[src/rtl/spi_slv_pkg.sv]
`timescale 1ns/1ps
package spi_slv_pkg;
  localparam int DW    = 8;
  localparam int RAW   = 3;
  localparam int NFLAG = 5;

  // address comparison flavours
  typedef enum logic [1:0] {
    AM_MASK  = 2'd0,
    AM_PAIR  = 2'd1,
    AM_RANGE = 2'd2,
    AM_NONE  = 2'd3
  } amode_e;

  // configuration word, LSB = cpol
  typedef struct packed {
    amode_e amode;
    logic   addr_en;
    logic   cpha;
    logic   cpol;
  } cfg_t;

  localparam int CFGW = 5;

  localparam logic [RAW-1:0] OFS_DATA  = 3'd0;
  localparam logic [RAW-1:0] OFS_CFG   = 3'd1;
  localparam logic [RAW-1:0] OFS_AVAL  = 3'd2;
  localparam logic [RAW-1:0] OFS_AAUX  = 3'd3;
  localparam logic [RAW-1:0] OFS_FLAGS = 3'd4;
  localparam logic [RAW-1:0] OFS_IEN   = 3'd5;
  localparam logic [RAW-1:0] OFS_STAT  = 3'd6;

  localparam int FL_DRE = 0;
  localparam int FL_RXC = 1;
  localparam int FL_SSL = 2;
  localparam int FL_TXC = 3;
  localparam int FL_ERR = 4;
endpackage

[src/rtl/spi_in_sync.sv]
`timescale 1ns/1ps
module spi_in_sync #(
  parameter int             W       = 1,
  parameter int             STAGES  = 2,
  parameter logic [W-1:0]   RST_VAL = '0
) (
  input  logic         clk,
  input  logic         rst_n,
  input  logic [W-1:0] d,
  output logic [W-1:0] q
);
  logic [STAGES-1:0][W-1:0] stg;

  always_ff @(posedge clk or negedge rst_n) begin
    if (!rst_n) stg <= {STAGES{RST_VAL}};
    else        stg <= {stg[STAGES-2:0], d};
  end

  assign q = stg[STAGES-1];
endmodule

[src/rtl/spi_addr_match.sv]
`timescale 1ns/1ps
module spi_addr_match
  import spi_slv_pkg::*;
#(
  parameter int DW = spi_slv_pkg::DW
) (
  input  amode_e        mode,
  input  logic [DW-1:0] rx,
  input  logic [DW-1:0] val,
  input  logic [DW-1:0] aux,
  output logic          hit
);
  always_comb begin
    case (mode)
      AM_MASK:  hit = (((rx ^ val) & ~aux) == '0);
      AM_PAIR:  hit = (rx == val) || (rx == aux);
      AM_RANGE: hit = (rx >= aux) && (rx <= val);
      default:  hit = 1'b0;
    endcase
  end
endmodule

[src/rtl/spi_shift_core.sv]
`timescale 1ns/1ps
module spi_shift_core #(
  parameter int DW = spi_slv_pkg::DW
) (
  input  logic          clk,
  input  logic          rst_n,
  input  logic          cpol,
  input  logic          cpha,
  input  logic          addr_en,
  input  logic          sck_s,
  input  logic          mosi_s,
  input  logic          ss_act,
  input  logic [DW-1:0] tx_hold,
  input  logic          addr_hit,
  output logic [DW-1:0] cur_byte,
  output logic          tx_load,
  output logic          deliver_stb,
  output logic          ss_fall,
  output logic          ss_rise,
  output logic          miso_o,
  output logic          miso_oe
);
  localparam int           CW   = (DW > 1) ? $clog2(DW) : 1;
  localparam logic [CW-1:0] LAST = CW'(DW - 1);

  logic          sck_q, act_q;
  logic [CW-1:0] cnt_q, cnt_n;
  logic          first_q, first_n;
  logic          drop_q, drop_n;
  logic [DW-1:0] rx_q, rx_n;
  logic [DW-1:0] tx_q, tx_n;

  logic lead, trail, smp, shf;

  always_comb begin
    lead    = cpol ? (sck_q & ~sck_s) : (~sck_q & sck_s);
    trail   = cpol ? (~sck_q & sck_s) : (sck_q & ~sck_s);
    smp     = ss_act & (cpha ? trail : lead);
    shf     = ss_act & (cpha ? lead : trail);
    ss_fall = ss_act & ~act_q;
    ss_rise = ~ss_act & act_q;
  end

  assign cur_byte = {rx_q[DW-2:0], mosi_s};

  // next-state logic
  always_comb begin
    cnt_n       = cnt_q;
    first_n     = first_q;
    drop_n      = drop_q;
    rx_n        = rx_q;
    tx_n        = tx_q;
    tx_load     = 1'b0;
    deliver_stb = 1'b0;
    if (ss_fall) begin
      cnt_n   = '0;
      first_n = 1'b1;
      drop_n  = 1'b0;
      if (!cpha) begin
        tx_n    = tx_hold;
        tx_load = 1'b1;
      end
    end else if (ss_rise) begin
      cnt_n   = '0;
      first_n = 1'b1;
      drop_n  = 1'b0;
    end else begin
      if (smp && !drop_q) begin
        rx_n = cur_byte;
        if (cnt_q == LAST) begin
          cnt_n   = '0;
          first_n = 1'b0;
          if (first_q && addr_en && !addr_hit) drop_n = 1'b1;
          else                                 deliver_stb = 1'b1;
        end else begin
          cnt_n = cnt_q + 1'b1;
        end
      end
      if (shf && !drop_q) begin
        if (cnt_q == '0) begin
          tx_n    = tx_hold;
          tx_load = 1'b1;
        end else begin
          tx_n = {tx_q[DW-2:0], 1'b0};
        end
      end
    end
  end

  // state registers
  always_ff @(posedge clk or negedge rst_n) begin
    if (!rst_n) begin
      sck_q   <= 1'b0;
      act_q   <= 1'b0;
      cnt_q   <= '0;
      first_q <= 1'b1;
      drop_q  <= 1'b0;
      rx_q    <= '0;
      tx_q    <= '0;
    end else begin
      sck_q   <= sck_s;
      act_q   <= ss_act;
      cnt_q   <= cnt_n;
      first_q <= first_n;
      drop_q  <= drop_n;
      rx_q    <= rx_n;
      tx_q    <= tx_n;
    end
  end

  assign miso_o  = tx_q[DW-1];
  assign miso_oe = ss_act & ~drop_q;
endmodule

[src/rtl/spi_reg_bank.sv]
`timescale 1ns/1ps
module spi_reg_bank
  import spi_slv_pkg::*;
#(
  parameter int DW  = spi_slv_pkg::DW,
  parameter int RAW = spi_slv_pkg::RAW
) (
  input  logic             clk,
  input  logic             rst_n,
  input  logic             reg_wr,
  input  logic             reg_rd,
  input  logic [RAW-1:0]   reg_addr,
  input  logic [DW-1:0]    reg_wdata,
  output logic [DW-1:0]    reg_rdata,
  input  logic             tx_load,
  input  logic             deliver_stb,
  input  logic [DW-1:0]    deliver_byte,
  input  logic             ss_fall,
  input  logic             ss_rise,
  output cfg_t             cfg,
  output logic [DW-1:0]    addr_val,
  output logic [DW-1:0]    addr_aux,
  output logic [DW-1:0]    tx_hold,
  output logic [NFLAG-1:0] flags,
  output logic             ovf,
  output logic             irq
);
  cfg_t             cfg_q, cfg_n;
  logic [DW-1:0]    aval_q, aval_n, aaux_q, aaux_n;
  logic [NFLAG-1:0] ien_q, ien_n;
  logic [DW-1:0]    hold_q, hold_n;
  logic             full_q, full_n;
  logic [DW-1:0]    rxd_q, rxd_n;
  logic             rxv_q, rxv_n;
  logic             ssl_q, ssl_n, txc_q, txc_n, err_q, err_n;
  logic             ovf_q, ovf_n;
  logic             wr_data, rd_data, wr_flags, wr_stat;

  always_comb begin
    wr_data  = reg_wr && (reg_addr == OFS_DATA);
    rd_data  = reg_rd && (reg_addr == OFS_DATA);
    wr_flags = reg_wr && (reg_addr == OFS_FLAGS);
    wr_stat  = reg_wr && (reg_addr == OFS_STAT);

    cfg_n  = cfg_q;
    aval_n = aval_q;
    aaux_n = aaux_q;
    ien_n  = ien_q;
    if (reg_wr && reg_addr == OFS_CFG)  cfg_n  = cfg_t'(reg_wdata[CFGW-1:0]);
    if (reg_wr && reg_addr == OFS_AVAL) aval_n = reg_wdata;
    if (reg_wr && reg_addr == OFS_AAUX) aaux_n = reg_wdata;
    if (reg_wr && reg_addr == OFS_IEN)  ien_n  = reg_wdata[NFLAG-1:0];

    // transmit staging: host write wins over a same-cycle load
    hold_n = hold_q;
    full_n = full_q;
    if (tx_load) full_n = 1'b0;
    if (wr_data) begin
      hold_n = reg_wdata;
      full_n = 1'b1;
    end

    // receive holding and overflow
    rxd_n = rxd_q;
    rxv_n = rxv_q & ~rd_data;
    ovf_n = ovf_q;
    err_n = err_q;
    ssl_n = ssl_q;
    txc_n = txc_q;
    if (wr_flags && reg_wdata[FL_SSL]) ssl_n = 1'b0;
    if (wr_flags && reg_wdata[FL_TXC]) txc_n = 1'b0;
    if (wr_flags && reg_wdata[FL_ERR]) err_n = 1'b0;
    if (wr_stat && reg_wdata[0])       ovf_n = 1'b0;
    if (deliver_stb) begin
      if (rxv_n) begin
        ovf_n = 1'b1;
        err_n = 1'b1;
      end else begin
        rxd_n = deliver_byte;
        rxv_n = 1'b1;
      end
    end
    if (ss_fall) ssl_n = 1'b1;
    if (ss_rise) txc_n = 1'b1;
  end

  always_ff @(posedge clk or negedge rst_n) begin
    if (!rst_n) begin
      cfg_q  <= '0;
      aval_q <= '0;
      aaux_q <= '0;
      ien_q  <= '0;
      hold_q <= '0;
      full_q <= 1'b0;
      rxd_q  <= '0;
      rxv_q  <= 1'b0;
      ssl_q  <= 1'b0;
      txc_q  <= 1'b0;
      err_q  <= 1'b0;
      ovf_q  <= 1'b0;
    end else begin
      cfg_q  <= cfg_n;
      aval_q <= aval_n;
      aaux_q <= aaux_n;
      ien_q  <= ien_n;
      hold_q <= hold_n;
      full_q <= full_n;
      rxd_q  <= rxd_n;
      rxv_q  <= rxv_n;
      ssl_q  <= ssl_n;
      txc_q  <= txc_n;
      err_q  <= err_n;
      ovf_q  <= ovf_n;
    end
  end

  always_comb begin
    flags         = '0;
    flags[FL_DRE] = ~full_q;
    flags[FL_RXC] = rxv_q;
    flags[FL_SSL] = ssl_q;
    flags[FL_TXC] = txc_q;
    flags[FL_ERR] = err_q;
  end

  always_comb begin
    case (reg_addr)
      OFS_DATA:  reg_rdata = rxd_q;
      OFS_CFG:   reg_rdata = {{(DW-CFGW){1'b0}}, cfg_q};
      OFS_AVAL:  reg_rdata = aval_q;
      OFS_AAUX:  reg_rdata = aaux_q;
      OFS_FLAGS: reg_rdata = {{(DW-NFLAG){1'b0}}, flags};
      OFS_IEN:   reg_rdata = {{(DW-NFLAG){1'b0}}, ien_q};
      OFS_STAT:  reg_rdata = {{(DW-1){1'b0}}, ovf_q};
      default:   reg_rdata = '0;
    endcase
  end

  assign cfg      = cfg_q;
  assign addr_val = aval_q;
  assign addr_aux = aaux_q;
  assign tx_hold  = hold_q;
  assign ovf      = ovf_q;
  assign irq      = |(flags & ien_q);
endmodule

[src/rtl/spi_addr_slave.sv]
`timescale 1ns/1ps
module spi_addr_slave
  import spi_slv_pkg::*;
#(
  parameter int DW          = spi_slv_pkg::DW,
  parameter int RAW         = spi_slv_pkg::RAW,
  parameter int SYNC_STAGES = 2
) (
  input  logic           clk,
  input  logic           rst_n,
  input  logic           reg_wr,
  input  logic           reg_rd,
  input  logic [RAW-1:0] reg_addr,
  input  logic [DW-1:0]  reg_wdata,
  output logic [DW-1:0]  reg_rdata,
  output logic           irq,
  input  logic           sck_i,
  input  logic           mosi_i,
  input  logic           ss_n_i,
  output logic           miso_o,
  output logic           miso_oe
);
  logic             rst_n_s;
  logic [2:0]       pins_s;
  logic             ss_act;
  cfg_t             cfg_w;
  logic [DW-1:0]    aval_w, aaux_w, hold_w, cur_byte;
  logic             addr_hit, tx_load, deliver_stb, ss_fall, ss_rise;
  logic [NFLAG-1:0] flags_w;
  logic             ovf_w;

  spi_in_sync #(.W(1), .STAGES(SYNC_STAGES), .RST_VAL(1'b0)) u_rst_sync (
    .clk(clk), .rst_n(rst_n), .d(1'b1), .q(rst_n_s)
  );

  spi_in_sync #(.W(3), .STAGES(SYNC_STAGES), .RST_VAL(3'b100)) u_pin_sync (
    .clk(clk), .rst_n(rst_n_s), .d({ss_n_i, mosi_i, sck_i}), .q(pins_s)
  );

  assign ss_act = ~pins_s[2];

  spi_addr_match #(.DW(DW)) u_match (
    .mode(cfg_w.amode), .rx(cur_byte), .val(aval_w), .aux(aaux_w), .hit(addr_hit)
  );

  spi_shift_core #(.DW(DW)) u_core (
    .clk(clk), .rst_n(rst_n_s),
    .cpol(cfg_w.cpol), .cpha(cfg_w.cpha), .addr_en(cfg_w.addr_en),
    .sck_s(pins_s[0]), .mosi_s(pins_s[1]), .ss_act(ss_act),
    .tx_hold(hold_w), .addr_hit(addr_hit), .cur_byte(cur_byte),
    .tx_load(tx_load), .deliver_stb(deliver_stb),
    .ss_fall(ss_fall), .ss_rise(ss_rise),
    .miso_o(miso_o), .miso_oe(miso_oe)
  );

  spi_reg_bank #(.DW(DW), .RAW(RAW)) u_regs (
    .clk(clk), .rst_n(rst_n_s),
    .reg_wr(reg_wr), .reg_rd(reg_rd), .reg_addr(reg_addr),
    .reg_wdata(reg_wdata), .reg_rdata(reg_rdata),
    .tx_load(tx_load), .deliver_stb(deliver_stb), .deliver_byte(cur_byte),
    .ss_fall(ss_fall), .ss_rise(ss_rise),
    .cfg(cfg_w), .addr_val(aval_w), .addr_aux(aaux_w), .tx_hold(hold_w),
    .flags(flags_w), .ovf(ovf_w), .irq(irq)
  );
endmodule

[config.mk]
export PLATFORM = sky130hd
export DESIGN_NAME = spi_addr_slave
export DESIGN_NICKNAME = d
export VERILOG_FILES = /design/src/rtl/spi_slv_pkg.sv /design/src/rtl/spi_in_sync.sv /design/src/rtl/spi_addr_match.sv /design/src/rtl/spi_shift_core.sv /design/src/rtl/spi_reg_bank.sv /design/src/rtl/spi_addr_slave.sv
export SDC_FILE = /design/constraint.sdc
export NUM_CORES = 1
export LEC_CHECK = 0
export CORE_ASPECT_RATIO = 2
export CORE_MARGIN = 4
export CORE_UTILIZATION = 30
export CTS_CLUSTER_DIAMETER = 50
export DETAILED_ROUTE_END_ITERATION = 10
export DONT_BUFFER_PORTS = 1
export SLEW_MARGIN = 40
export SYNTH_ARGS = -nofsm -noshare
export SYNTH_HDL_FRONTEND = slang
export SYNTH_SLANG_ARGS = --single-unit
[constraint.sdc]
create_clock -name clk -period 6.5 [get_ports clk]
set_input_delay 0.325 -clock clk [delete_from_list [all_inputs] [get_ports clk]]
set_output_delay 0.325 -clock clk [all_outputs]
set_load 0.01 [all_outputs]
# --- Word level (Yosys, flattened, before mapping) ---
# Index checks and enable logic that the tools add are counted.
op_classes:
  addsub: 1
  n_mul: 0
  div_mod_pow: 0
  magnitude_cmp: 2
  eq_ne: 13
  n_shift: 0
  n_mux: 47
  bitwise: 22
  n_reduce_logical: 37
op_table:
  columns: ["op", "n"]
  rows:
  - ["case mux 8 bit (7 select lines)", 1]
  - ["two-way mux 8 bit", 5]
  - ["two-way mux 1 bit", 36]
  - ["logical AND 1 bit", 17]
  - ["equality test 8 bit", 2]
  - ["equality test 3 bit (second input constant)", 4]
  - ["two-way mux 3 bit", 4]
  - ["NOT 1 bit", 10]
  - ["AND reduction 3 bit", 3]
  - ["nonzero test 3 bit", 3]
  - ["AND 1 bit", 8]
  - ["AND 8 bit", 1]
  - ["greater-or-equal comparator 8 bit", 1]
  - ["less-or-equal comparator 8 bit", 1]
  - ["zero test 8 bit", 1]
  - ["NOT 8 bit", 1]
  - ["nonzero test 2 bit", 4]
  - ["bitwise XOR 8 bit", 1]
  - ["equality test 3 x 2 -> 1 bit (second input constant)", 2]
  - ["zero test 3 bit", 2]
  - ["AND 5 bit", 1]
  - ["OR reduction 5 bit", 1]
  - ["inequality test 2 bit (second input constant)", 2]
  - ["AND reduction 2 bit", 2]
  - ["8 further kinds", 9]
word_totals:
  reg_bits: 78
  latchBits: 0
  ram_bits: 0
  romBits: 0
  input_bits: 18
  wordCells: 148
  mem_count: 0

# --- Logic depth before layout (Yosys ltp) ---
logic_depth:
  word_depth: 12
  depth_mapped: 9
  ltp_nobuf: 8

# --- Modules after synthesis ---
# From an unflattened synthesis, not the netlist that was laid out.
hier_totals:
  hier_cells: 339
  hier_area_um2: 4270.3
by_module_without_submodules:
  columns: ["mod", "instances", "cells_each", "area_per_inst_um2", "seq_area_each_um2"]
  rows:
  - ["spi_reg_bank", 1, 163, 2378.5, 1201.2]
  - ["spi_shift_core", 1, 97, 1194.9, 551.8]
  - ["spi_addr_match", 1, 66, 464.2, 0.0]
  - ["spi_in_sync at u_pin_sync", 1, 9, 175.2, 152.6]
  - ["spi_in_sync at u_rst_sync", 1, 2, 50.0, 50.0]
  - ["spi_addr_slave", 1, 2, 7.5, 0.0]

# --- Worst setup path after synthesis ---
# No wires, ideal clock.
synth_timing:
  kind: "flip-flop to flip-flop"
  startpoint: "reg u_regs.aaux_q[0], in the netlist u_regs.addr_aux[0]"
  endpoint: "reg u_regs.rxd_q[0]"
  setup_time_ns: 0.125
  arrival_time_ns: 2.086
  required_time_ns: 6.375
  path_slack_ns: 4.289
  stages_incl_launch_ff: 9
  synth_period_minus_slack_ns: 2.211
  path_cell_list: "dfrtp_1 > ha_1 > nand2b_4 > a2111oi_4 > o31ai_1 > and4_4 > o211a_1 > buf_6 > mux2_4"
synth_via:
  elab_chain_len: 12
  elab_cells_between_ends: 16
  cone_classes: "order compare (1); eq/ne (1); mux (6); bitwise (2); reduce/logical (6)"
synth_rtl:
  columns: ["item", "line", "source"]
  rows:
  - ["start: declaration", "spi_reg_bank.sv:29", "logic [DW-1:0] aval_q, aval_n, aaux_q, aaux_n;"]
  - ["start signal: assignment", "spi_reg_bank.sv:104", "aaux_q <= aaux_n;"]
  - ["branches (longest 3 deep; another with greater-or-equal comparator 8 bit)", null, null]
  - ["case mux 1 bit (3 select lines) *", "spi_addr_match.sv:14", "case (mode)"]
  - ["zero test 1 bit *", "spi_shift_core.sv:73", "if (first_q && addr_en && !addr_hit) drop_n = 1'b1;"]
  - ["logical AND 1 bit *", "spi_shift_core.sv:73", null]
  - ["two-way mux 1 bit *", "spi_shift_core.sv:73", null]
  - ["two-way mux 1 bit *", "spi_shift_core.sv:70", "if (cnt_q == LAST) begin"]
  - ["two-way mux 1 bit *", "spi_shift_core.sv:68", "if (smp && !drop_q) begin"]
  - ["two-way mux 1 bit *", "spi_shift_core.sv:63", "end else if (ss_rise) begin"]
  - ["two-way mux 1 bit *", "spi_shift_core.sv:55", "if (ss_fall) begin"]
  - ["AND reduction 2 bit (no source line) *", null, null]
  - ["end signal: assignment", "spi_reg_bank.sv:108", "rxd_q <= rxd_n;"]
  - ["end: declaration", "spi_reg_bank.sv:33", "logic [DW-1:0] rxd_q, rxd_n;"]
# Every way passes the cells marked *.
# A chain may end at the register's enable or synchronous reset.

# --- Worst setup path in the final report ---
layout_timing:
  startpoint: "reg u_pin_sync.stg (netlist bit u_pin_sync.q[1])"
  endpoint: "reg u_regs.rxd_q[1]"
layout_via:
  elab_chain_len: 12
  elab_cells_between_ends: 18
  cone_classes: "order compare (2); eq/ne (2); mux (6); bitwise (2); reduce/logical (6)"
layout_rtl:
  columns: ["item", "line", "source"]
  rows:
  - ["start: declaration", "spi_in_sync.sv:12", "logic [STAGES-1:0][W-1:0] stg;"]
  - ["start signal: assignment", "spi_in_sync.sv:15", "if (!rst_n) stg <= {STAGES{RST_VAL}};"]
  - ["start signal: assignment", "spi_in_sync.sv:16", "else stg <= {stg[STAGES-2:0], d};"]
  - ["branches (longest 3 deep; another with greater-or-equal comparator 8 bit)", null, null]
  - ["case mux 1 bit (3 select lines) *", "spi_addr_match.sv:14", null]
  - ["zero test 1 bit *", "spi_shift_core.sv:73", null]
  - ["logical AND 1 bit *", "spi_shift_core.sv:73", null]
  - ["two-way mux 1 bit *", "spi_shift_core.sv:73", null]
  - ["two-way mux 1 bit *", "spi_shift_core.sv:70", null]
  - ["two-way mux 1 bit *", "spi_shift_core.sv:68", null]
  - ["two-way mux 1 bit *", "spi_shift_core.sv:63", null]
  - ["two-way mux 1 bit *", "spi_shift_core.sv:55", null]
  - ["AND reduction 2 bit (no source line) *", null, null]
# Marks and branches as above.

==> reports/qor.csv <==
metric,value,unit
core,13000,um2
syn_avg_cell_area,11.1,um2
grt_max_degree,41,
gp_congestion,0.883,
grt_pass1_vias,3001,
die_x,89.3,um
h-tree-depth,3,
rows,59,
rr_endpoint,u_regs.rxd_q[1],
slew_viol_final,0,
path_clk_slew,0.07,ns
ys_ff_latch,78,
r2r_start,u_pin_sync.q[1],
vias,2763,
required,6.72,ns
wl_met2,5540,um
clock_path_buffers,2,
clock-root-buffer,clkbuf_16,
clk_latency,0.34,ns
p_per_area,322,nW/um2
hpwlAfterDp,7650,um
final_cells,521,
end_kind,flop,
antenna_found_initial,0,
fmax,0.398,GHz
syn_inst,357,
grt_remaining_overflow,0,
holdCritStartpoint,reg_wdata[5],
cts_num_sinks,78,
nets,403,
ant_nets,0,
clock_skew,0.00905,ns
r2r_cells,8,
drc_errors,0,
io_pins,29,
synth_edf_count,0,
wl_per_cell,19.0,um
wl_met1,3320,um
maxCapViolCount,0,
power.leakage,1.95,nW
crit_fanout,8,
grt_util_all_layers,14.3,%
reg2reg_slack,3.99,ns
worstMarginPinSlew,0.758,ns
synth_area,3960,um2
dieHeight,171,um
crit_end,u_regs.rxd_q[1],
drtIter0Drc,222,
startpoint_type,flop,
hp-class,in -> reg,
routed_wl,9900,um
drive_gt1_share,20.9,%
placed_area,4140,um2
ys_async_sr_fraction,100,%
first_pass_iters,4,
antenna_cells,0,
syn_to_final_growth,13.0,%
cts_tree,yes,
yosysSeqAreaShare,49.4,%
dr.max_layer_used,met4,
grt_pass1_wl,16100,um
cts_setup_buffers,0,
synthDistinctLibCells,48,
via_per_inst,5.30,
rsz0062_at_grt,no,
hold_violations,0,
start_util,30.5,%
period_share,38.6,%
place_inst,501,
fin_crit,2.51,ns
dr_wl_met3,467,um
finalSetupViolCount,0,
die_area,15200,um2
critPathLaunch,u_pin_sync.q[1],
arrival,2.73,ns
yosys_warnings,0,
port_buffers,0,
ir_drop,0.000122,V
design_area,4480,um2
syn_nets,396,
cts_resized,0,
worstSetupPathType,reg -> reg,
status,finished clean,
relSlewSlack,49.2,%
cts_inserted_buffers,9,
synth_ff_type,dfrtp_1,
tns,0,ns
-- sequential cells by signal (all words and copies together) (netlist names), 3 cells and up --
signal and cells:
u_pin_sync.stg 3, u_regs.rxd_q 8, u_pin_sync.q 3, u_regs.cfg 5, u_regs.ien_q 5, u_core.cnt_q 3
u_regs.addr_val 8, u_regs.addr_aux 8, u_regs.tx_hold 8, u_core.tx_q 8, u_core.rx_q 7
-- power breakdown --
part / total (mW) / leakage (nW) / internal, mW / switching (mW)
combinational: 0.305 / 0.848 / 0.150 / 0.155
sequential: 0.652 / 0.968 / 0.572 / 0.0797
clock: 0.484 / 0.139 / 0.267 / 0.217
-- placed cells by master (no fill, tap or decap), types with 4 or more instances in the layout --
master | netlist | layout
mux2i_1 | 13 | 13
a22oi_1 | 6 | 6
dfrtp_1 | 75 | 74
nand2_1 | 38 | 38
inv_1 | 21 | 21
o22ai_1 | 7 | 7
dlygate4sd3_1 | 0 | 4
ha_1 | 21 | 21
nor2_1 | 22 | 21
nand4_1 | 9 | 9
mux2_4 | 8 | 8
inv_6 | 0 | 4
o21ai_0 | 28 | 28
nor2b_1 | 8 | 7
clkbuf_16 | 0 | 9
a21oi_1 | 13 | 13
mux2_2 | 35 | 35
-- how the worst min path moves through the flow --
| stage | cells past startpoint | endpoint | slack (ns) |
|---|---|---|---|
| floorplan | 0 | u_rst_sync.q | 0.03 |
| global placement | 0 | u_rst_sync.stg[0] | 0.03 |
| detailed placement | 0 | u_rst_sync.stg[0] | 0.03 |
| CTS | 2 | u_regs.addr_val[5] | 0.09 |
| global route | 2 | u_regs.addr_val[5] | 0.11 |
| finish | 2 | u_regs.addr_val[5] | 0.10 |
-- cell usage after synthesis (3+ instances only) --
library cell,number,area [um2]
mux2_4,8,120
a21oi_1,13,65.1
nand2_1,38,143
ha_1,21,263
o22ai_1,7,43.8
dfrtp_1,75,1880
o21ai_0,28,140
clkbuf_1,7,26.3
nor2b_1,8,50.1
nand3b_1,3,22.5
a22oi_1,6,45.0
nor2_1,22,82.6
dfstp_2,3,78.8
inv_1,21,78.8
nand4_1,9,56.3
mux2i_1,13,130
mux2_2,35,394
-- cells by family after synthesis --
family | after synthesis | share of synthesized area (%)
AOI/OAI and AO/OA | 71 | 11.5
xor gates and xnor gates | 1 | 0.221
buffers and inverters | 32 | 3.25
adders and majority gates | 21 | 6.63
other | 1 | 0.0947
and+or+nand+nor | 96 | 12.1
DFF | 78 | 49.4
muxes | 57 | 16.8
-- worst max-delay path: stages, from the launching register on --
cell and delay [ns]:
dfrtp_1 0.38, inv_1 0.12, ha_1 0.27, nand2b_4 0.16, a2111oi_4 0.35, o31ai_1 0.13
and4_4 0.21, o211a_1 0.41, mux2_4 0.37
-- final cells by class --
class	count	area, um2
clock buffers	9	225
clock inverters	7	62.6
flip-flops and latches	78	1960
multi-input cells	247	1890
well taps	152	190
fillers	1286	8510
inverters	21	78.8
repair buffers	7	75.1
-- layer usage --
| layer | vias to the layer above | track usage [%] |
|---|---|---|
| met5 | - | 0 |
| met4 | 0 | 9.33 |
| li1 | 1289 | - |
| met2 | 73 | 25.2 |
| met3 | 32 | 4.00 |
| met1 | 1369 | 14.2 |
-- stage by stage --
step	util, %	setup slack, ns	hold slack (ns)	total power, mW
6_report	34.5	3.99	0.100	1.44
5_1_grt	34.5	3.89	0.113	1.53
4_1_cts	34.4	3.99	0.0888	1.46
3_5_place_dp	31.9	4.00	0.0295	0.966
3_3_place_gp	31.7	4.08	0.0295	0.946
2_1_floorplan	-	4.17	0.0294	0.880
-- what timing repair did --
item / in CTS / in global routing
endpoints found under the setup margin: 0 / 0
endpoints found under the hold margin: 5 / 0
hold buffers: 4 / 0
Power figures use the tool's default switching activity.
